`config.mk`:
```
export PLATFORM = sky130hd
export DESIGN_NAME = sawtooth_pwm_guard
export DESIGN_NICKNAME = d
export VERILOG_FILES = /design/src/rtl/ramp_gen.sv /design/src/rtl/enable_edge.sv /design/src/rtl/fault_latch.sv /design/src/rtl/sawtooth_pwm_guard.sv
export SDC_FILE = /design/constraint.sdc
export NUM_CORES = 1
export LEC_CHECK = 0
export BUFFER_PORTS_ARGS = -buffer_cell sky130_fd_sc_hd__buf_4
export CAP_MARGIN = 20
export CELL_PAD_IN_SITES_DETAIL_PLACEMENT = 1
export CELL_PAD_IN_SITES_GLOBAL_PLACEMENT = 1
export CORE_AREA = 2 2 61 63
export DETAILED_ROUTE_END_ITERATION = 10
export DIE_AREA = 0 0 63 65
export GPL_TIMING_DRIVEN = 0
export PLACE_DENSITY_LB_ADDON = 0.3
export SYNTH_ARGS = -nofsm -noshare
export SYNTH_HDL_FRONTEND = slang
export SYNTH_SLANG_ARGS = --single-unit
```
`constraint.sdc`:
```
create_clock -name clk -period 2.9 [get_ports clk]
set_clock_uncertainty 0.15 [all_clocks]
set_input_delay 0.58 -clock clk [delete_from_list [all_inputs] [get_ports clk]]
set_output_delay 0.58 -clock clk [all_outputs]
set_load 0.02 [all_outputs]
```
`src/rtl/ramp_gen.sv`:
```
module ramp_gen #(
  parameter int W = 8
) (
  input  logic         clk,
  input  logic         rst_n,
  input  logic [W-1:0] period_i,
  input  logic         osc_off_i,
  output logic [W-1:0] ramp_o,
  output logic         start_o
);
  function automatic logic [W-1:0] last_index(input logic [W-1:0] p);
    return (p == '0) ? '0 : p - 1'b1;
  endfunction

  logic [W-1:0] cnt_q;
  logic         start_q;
  logic [W-1:0] last_w;
  logic         at_end_w;

  assign last_w   = last_index(period_i);
  assign at_end_w = (cnt_q >= last_w);

  always_ff @(posedge clk or negedge rst_n) begin
    if (!rst_n) begin
      cnt_q   <= '0;
      start_q <= 1'b0;
    end else if (osc_off_i) begin
      cnt_q   <= '0;
      start_q <= 1'b0;
    end else if (at_end_w) begin
      cnt_q   <= '0;
      start_q <= 1'b1;
    end else begin
      cnt_q   <= cnt_q + 1'b1;
      start_q <= 1'b0;
    end
  end

  assign ramp_o  = cnt_q;
  assign start_o = start_q;

  assert_wrap_R1: assert property (@(posedge clk) disable iff (!rst_n)
    (!osc_off_i && at_end_w) |=> (cnt_q == '0 && start_q));
  assert_step_R1: assert property (@(posedge clk) disable iff (!rst_n)
    (!osc_off_i && !at_end_w) |=> (cnt_q == $past(cnt_q) + 1'b1 && !start_q));
  assert_osc_off_R9: assert property (@(posedge clk) disable iff (!rst_n)
    osc_off_i |=> (cnt_q == '0 && !start_q));
endmodule

```
`src/rtl/enable_edge.sv`:
```
module enable_edge #(
  parameter int SYNC_STAGES = 2
) (
  input  logic clk,
  input  logic rst_n,
  input  logic en_i,
  output logic en_s_o,
  output logic rise_o
);
  logic [SYNC_STAGES-1:0] sync_q;
  logic                   prev_q;

  always_ff @(posedge clk or negedge rst_n) begin
    if (!rst_n) begin
      sync_q <= '0;
      prev_q <= 1'b0;
    end else begin
      sync_q <= {sync_q[SYNC_STAGES-2:0], en_i};
      prev_q <= sync_q[SYNC_STAGES-1];
    end
  end

  assign en_s_o = sync_q[SYNC_STAGES-1];
  assign rise_o = en_s_o & ~prev_q;

  assert_rise_single_R6: assert property (@(posedge clk) disable iff (!rst_n)
    rise_o |=> !rise_o);
endmodule

```
`src/rtl/fault_latch.sv`:
```
module fault_latch (
  input  logic clk,
  input  logic rst_n,
  input  logic ocp_i,
  input  logic brake_i,
  input  logic clear_i,
  output logic fault_o
);
  logic set_w;
  logic fault_q;

  assign set_w = ocp_i & ~brake_i;

  always_ff @(posedge clk or negedge rst_n) begin
    if (!rst_n)       fault_q <= 1'b0;
    else if (set_w)   fault_q <= 1'b1;
    else if (clear_i) fault_q <= 1'b0;
  end

  assign fault_o = fault_q;

  assert_set_R3: assert property (@(posedge clk) disable iff (!rst_n)
    (ocp_i && !brake_i) |=> fault_q);
  assert_hold_R4: assert property (@(posedge clk) disable iff (!rst_n)
    (fault_q && !clear_i) |=> fault_q);
  assert_set_wins_R7: assert property (@(posedge clk) disable iff (!rst_n)
    (ocp_i && !brake_i && clear_i) |=> fault_q);
  assert_brake_mask_R8: assert property (@(posedge clk) disable iff (!rst_n)
    (brake_i && !fault_q) |=> !fault_q);
endmodule

```
`src/rtl/sawtooth_pwm_guard.sv`:
```
module sawtooth_pwm_guard #(
  parameter int W           = 8,
  parameter int SYNC_STAGES = 2
) (
  input  logic         clk,
  input  logic         rst_n,
  input  logic [W-1:0] period_i,
  input  logic [W-1:0] trip_i,
  input  logic         osc_off_i,
  input  logic         enable_i,
  input  logic         brake_i,
  input  logic         ocp_i,
  output logic         gate_o,
  output logic         fault_o,
  output logic [W-1:0] ramp_o
);
  function automatic logic trip_below(input logic [W-1:0] trip, input logic [W-1:0] ramp);
    return trip < ramp;
  endfunction

  logic         ramp_start_w;
  logic         en_sync_w;
  logic         en_rise_w;
  logic         clear_evt_w;
  logic         pwm_on_w;
  logic         fault_w;
  logic [W-1:0] ramp_w;

  ramp_gen #(.W(W)) u_ramp (
    .clk       (clk),
    .rst_n     (rst_n),
    .period_i  (period_i),
    .osc_off_i (osc_off_i),
    .ramp_o    (ramp_w),
    .start_o   (ramp_start_w)
  );

  enable_edge #(.SYNC_STAGES(SYNC_STAGES)) u_en (
    .clk    (clk),
    .rst_n  (rst_n),
    .en_i   (enable_i),
    .en_s_o (en_sync_w),
    .rise_o (en_rise_w)
  );

  assign clear_evt_w = ramp_start_w | en_rise_w;

  fault_latch u_fault (
    .clk     (clk),
    .rst_n   (rst_n),
    .ocp_i   (ocp_i),
    .brake_i (brake_i),
    .clear_i (clear_evt_w),
    .fault_o (fault_w)
  );

  assign pwm_on_w = osc_off_i | trip_below(trip_i, ramp_w);
  assign gate_o   = en_sync_w & pwm_on_w & ~fault_w;
  assign fault_o  = fault_w;
  assign ramp_o   = ramp_w;

  assert_gate_blocked_R3: assert property (@(posedge clk) disable iff (!rst_n)
    fault_w |-> !gate_o);
  assert_clear_R5: assert property (@(posedge clk) disable iff (!rst_n)
    (fault_w && ramp_start_w && !ocp_i) |=> !fault_w);
  assert_clear_R6: assert property (@(posedge clk) disable iff (!rst_n)
    (fault_w && en_rise_w && !ocp_i) |=> !fault_w);
  assert_no_osc_clear_R9: assert property (@(posedge clk) disable iff (!rst_n)
    (osc_off_i && $past(osc_off_i)) |-> !ramp_start_w);
endmodule

```
==> After elaboration in Yosys (flattened, before gate mapping) <==
Cells that the tools add are included.
{ "op_classes": {"n_lt_le_gt_ge": 2, "n_reduce_logical": 2, "muxes": 7, "add_sub_neg": 2, "bitwise_logic": 9} }
{ "ops": {"columns": ["cell", "n"], "rows": [
  ["$mux W8", 3],
  ["$add A8 B1 Y8 const B", 1],
  ["$ge A8 B8 Y1", 1],
  ["$logic_not A8 Y1", 1],
  ["$lt A8 B8 Y1", 1],
  ["$sub A8 B1 Y8 const B", 1],
  ["$and A1 B1 Y1", 4],
  ["$mux W1", 4],
  ["$not A1 Y1", 3],
  ["$or A1 B1 Y1", 2],
  ["$reduce_bool A2 Y1", 1]
]} }
{ "totals": {"in_bits": 22, "output_inout_bits": 10, "ff_bits": 13} }

==> Longest topological paths before layout <==
{ "depth": {"depth_word": 5, "mapped_depth": 10, "ltp_nobuf": 10} }

==> Modules after synthesis <==
Synthesis repeated with hierarchy kept, for this count alone.
{ "unflattened": {"hier_cells": 112, "area_unflattened_um2": 1063.5} }
{ "by_module_without_submodules": {"columns": ["mod", "seq_area_each_um2", "cells_each", "area_each_um2", "n_inst"], "rows": [
  ["ramp_gen", 225.2, 76, 732.0, 1],
  ["sawtooth_pwm_guard", 0.0, 28, 197.7, 1],
  ["enable_edge", 75.1, 4, 88.8, 1],
  ["fault_latch", 25.0, 4, 45.0, 1]
]} }

==> Least setup slack after synthesis <==
No wires, ideal clock.
{ "synth_path": {"path_kind": "input port to flip-flop", "from": "input port period_i[3]", "to": "register u_ramp.start_q, in the netlist u_ramp.start_o", "path_buffers": 0, "arrival_ns": 2.368, "slack_ns": 0.306, "setup_time_ns": 0.076, "path_stages": 8, "cell_sequence": "nor3_1 nand3_1 nor3_1 mux2i_1 ha_1 nand3_1 o31ai_4 nor2b_1"} }
{ "synth_between": {"elab_chain_len": 5} }
{ "synth_rtl": {"columns": ["item", "line_no", "rtl"], "rows": [
  ["start, declared", "sawtooth_pwm_guard.sv:7", "input logic [W-1:0] period_i,"],
  ["$sub A8 B1 Y8 / $logic_not A8 Y1 (equally long branches)", "ramp_gen.sv:12", "return (p == '0) ? '0 : p - 1'b1;"],
  ["$mux W8 (*)", "ramp_gen.sv:12", null],
  ["$ge A8 B8 Y1 (*)", "ramp_gen.sv:21", "assign at_end_w = (cnt_q >= last_w);"],
  ["$mux W1 (*)", "ramp_gen.sv:30", "end else if (at_end_w) begin"],
  ["$mux W1 (*)", "ramp_gen.sv:27", "end else if (osc_off_i) begin"],
  ["end signal, assigned", "ramp_gen.sv:26", "start_q <= 1'b0;"],
  ["end signal, assigned", "ramp_gen.sv:29", "start_q <= 1'b0;"],
  ["end signal, assigned", "ramp_gen.sv:32", "start_q <= 1'b1;"],
  ["end, declared", "ramp_gen.sv:16", "logic start_q;"]
]} }
Every way passes the cells marked *; elsewhere a longest branch is shown, timed or not.
A chain may end at the register's enable or synchronous reset.

==> Worst setup path after layout <==
{ "layout_path": {"from": "register u_ramp.cnt_q[5], in the netlist u_ramp.ramp_o[5]", "to": "output port gate_o"} }
{ "layout_between": {"elab_chain_len": 4} }
{ "layout_rtl": {"columns": ["item", "line_no", "rtl"], "rows": [
  ["start, declared", "ramp_gen.sv:15", "logic [W-1:0] cnt_q;"],
  ["start signal, assigned", "ramp_gen.sv:34", "cnt_q <= cnt_q + 1'b1;"],
  ["$lt A8 B8 Y1", "sawtooth_pwm_guard.sv:18", "return trip < ramp;"],
  ["$or A1 B1 Y1", "sawtooth_pwm_guard.sv:57", "assign pwm_on_w = osc_off_i | trip_below(trip_i, ramp_w);"],
  ["$and A1 B1 Y1 (2 in a row)", "sawtooth_pwm_guard.sv:58", "assign gate_o = en_sync_w & pwm_on_w & ~fault_w;"],
  ["end, declared", "sawtooth_pwm_guard.sv:13", "output logic gate_o,"]
]} }
No other way between the ends.

==> flow_summary_export.csv <==
group,metric,value,unit
logic_synthesis,synth_area_leaders,"dfrtp_1 30%, ha_1 20%, xnor2_1 5.7%, nor3_2 5.6%, inv_1 4.5%",
logic_synthesis,synthesis.nets,153,
route,drt-initial-drc-count,11,
final_layout,antennaDiodeCount,0,
logic_synthesis,synth.top_cell.area_share,30.2,%
floorplanning,fp.dieW,63,um
route,vias,937,
worst_setup_path,crit_fanout,5,
sta,rsz0062_at_grt,"no",
worst_setup_path,arrival,1.93,ns
outcome,status,"completed",
global_routing,grt_pass1_wl,4490,um
clock_network,htreeDepth,1,
worst_setup_path,end_kind,"primary output",
sta,setup_viol,0,
global_routing,grt_max_degree,14,
floorplanning,die_area,4100,um2
sta,fmax,377,MHz
logic_synthesis,postSynthCellCount,114,
logic_synthesis,syn_area,1080,um2
global_routing,grt_pass1_vias,998,
route,wl_per_cell,13.0,um
sta,max_slew_margin,56.5,%
worst_setup_path,worstSetupPathType,"flop to primary output",
clock_network,clockBufferDepth,2,
clock_network,cts_tree,"yes",
route,wirelength,2580,um
final_layout,drive_gt1_share,30.5,%
power,p_per_area,311,nW/um2
worst_setup_path,crit_chain,"inv_1 -> ha_1 -> a21oi_1 -> a2bb2oi_1 -> a21oi_1 -> a211oi_1 -> buf_4",
sta,tightest_slew,0.653,ns
worst_setup_path,cp_common_cell,"a21oi_1",
global_routing,antenna_found_initial,0,
power,ir_worst_vdd,0.254,mV
worst_setup_path,required,2.17,ns
power,finalPower,0.444,mW
placed_design,dp_hpwl,2130,um
global_routing,track_usage,13.7,%
power,p_leak,0.690,nW
floorplanning,ios,32,
route,dr.pass1.iters,2,
logic_synthesis,synth.most_common_cell,"ha_1",
logic_synthesis,synth_largest_area_cell,"dfrtp_1",
sta,slew_violations,0,
flow_run,drv_cap,0,
placed_design,place_ws,-0.193,ns
worst_setup_path,crit_path_top_delay_cell,"dfrtp_1",
clock_network,clkSlewWorstSetupHoldPaths,0.08,ns
placed_design,portBuffers,31,
sta,tns,0,ns
floorplanning,rows,22,
clock_network,cts_buffers,3,
sta,fin_crit_sh,91.6,%
clock_network,clock_latency,0.28,ns
clock_network,cts.sinks,13,
placed_design,gp_congestion,0.733,
route,drtAntennaViolNets,0,
floorplanning,initial_core_util,30.8,%
logic_synthesis,synth-seq-cells,13,
route,viasPerCell,4.71,
global_routing,grt-ovfl-total,0,
final_layout,syn_to_final_growth,32.9,%
logic_synthesis,synth_edf_count,0,
logic_synthesis,yosys-top-cells-count,"17 x ha_1, 13 x dfrtp_1, 13 x inv_1, 8 x nand2_1, 8 x nand3_1",
clock_network,cts_root_buf,"clkbuf_4",
final_layout,utilization,40.9,%
logic_synthesis,postSynthAreaPerCell,9.44,um2
sta,hold_viol_final,0,
route,drc,0,
sta,post-route-min-period,2.66,ns
worst_setup_path,start_kind,"flop",
hold_path,hold_class,"flop to flop",
floorplanning,fp.coreArea,3500,um2
final_layout,nets,191,
sta,setup_slack,0.244,ns
floorplanning,chipHeight,65,um
logic_synthesis,yosys_warnings,0,
logic_synthesis,ys_seq_area_share,30.2,%
logic_synthesis,synthArstFlopShare,100,%
worst_setup_path,cpPeakStageDelay,0.46,ns
logic_synthesis,ys_types,29,
logic_synthesis,ys.flop_type,"dfrtp_1",
-- worst paths after layout --
| check | from | end | slack (ns) | cells after the start |
|---|---|---|---|---|
| max in group asynchronous | rst_n | u_en.sync_q[1] | 1.90 | 2 |
| min in group asynchronous | rst_n | u_ramp.ramp_o[1] | 0.53 | 2 |
| hold / removal | u_en.sync_q[0] | u_en.sync_q[1] | 0.22 | 0 |
| setup / recovery | u_ramp.ramp_o[5] | gate_o | 0.24 | 7 |
| hold reg to reg | u_en.sync_q[0] | u_en.sync_q[1] | 0.22 | 0 |
| setup reg to reg | u_ramp.ramp_o[2] | u_ramp.start_o | 0.81 | 6 |
-- sequential cells by signal (all words and copies together), names as in the netlist --
register / flops
u_en.prev_q: 1
u_en.sync_q: 2
u_ramp.ramp_o: 8
u_ramp.start_o: 1
u_fault.fault_o: 1
-- per-layer routing --
metal | part of all wire, % | wire length (um) | global-route usage (%) | vias up
met5 | 0 | 0 | 0 | -
met4 | 0.74 | 19 | 2.50 | 0
met3 | 3.5 | 90 | 2.60 | 2
met2 | 50 | 1290 | 23.8 | 18
met1 | 46 | 1190 | 17.7 | 439
li1 | - | - | - | 478
-- logic make-up (layout without fill, tap and decap cells) --
logic type | Yosys count | count (layout) | synth area share, %
AOI/OAI and AO/OA | 17 | 17 | 12.4
xor gates and xnor gates | 9 | 9 | 7.33
and+or+nand+nor | 42 | 42 | 23.5
adders and majority gates | 17 | 17 | 19.8
muxes | 2 | 2 | 1.86
DFF | 13 | 13 | 30.2
buffers and inverters | 14 | 51 | 4.88
-- power by group --
part / switching, mW / internal (mW)
registers: 0.0102 / 0.189
clock network: 0.0621 / 0.0534
logic: 0.0637 / 0.0659
total: 0.136 / 0.308
-- per-stage QoR --
| step | area, um2 | hold slack [ns] | std cells |
|---|---|---|---|
| floorplan | 1080 | 0.134 | 114 |
| global placement | 1370 | 0.189 | 193 |
| detailed placement | 1370 | 0.206 | 193 |
| CTS | 1410 | 0.227 | 198 |
| global route | 1430 | 0.229 | 199 |
| finish | 1430 | 0.219 | 199 |
-- area by class of cell --
class | count | area [um2]
Clock buffer | 4 | 26.3
Inverter | 13 | 48.8
Multi-Input combinational cell | 87 | 703
Timing Repair Buffer | 33 | 263
Tap cell | 48 | 60.1
Buffer | 1 | 3.75
Sequential cell | 13 | 325
Fill cell | 424 | 2070
-- cell usage in the layout (no fill, tap or decap) --
master and n:
buf_4 31, ha_1 17, inv_1 13, dfrtp_1 13
nand3_1 8, nand2_1 8, nor3_2 7, xnor2_1 7
nor3_1 6, a21oi_1 6, nor2b_1 3, nand2b_1 3
clkbuf_4 3, nor2_1 2, mux2i_1 2, and3_1 2
xor2_1 2, a211oi_1 2, a31oi_1 1, buf_1 1
or3_1 1, o21a_1 1, or4_4 1, a21oi_4 1
a21o_1 1, o31ai_4 1, nor3b_2 1, o21ai_0 1
o21bai_1 1, a2bb2oi_1 1, o32ai_1 1, clkbuf_1 1
dlygate4sd3_1 1, buf_12 1
-- what timing repair did --
action | CTS | global route
hold buffers | 1 | 0
endpoints found under the hold margin | 13 | 0
resized for setup | 0 | 1
setup buffers | 0 | 1
setup endpoints to repair | 0 | 9
-- critical path: cells and delay by family, from the launching register on --
kind / cells / cell delay, ns
DFF: 1 / 0.46
AOI/OAI and AO/OA: 4 / 0.61
adders and majority gates: 1 / 0.30
buffers and inverters: 2 / 0.28
(Power assumes the default switching activity.)
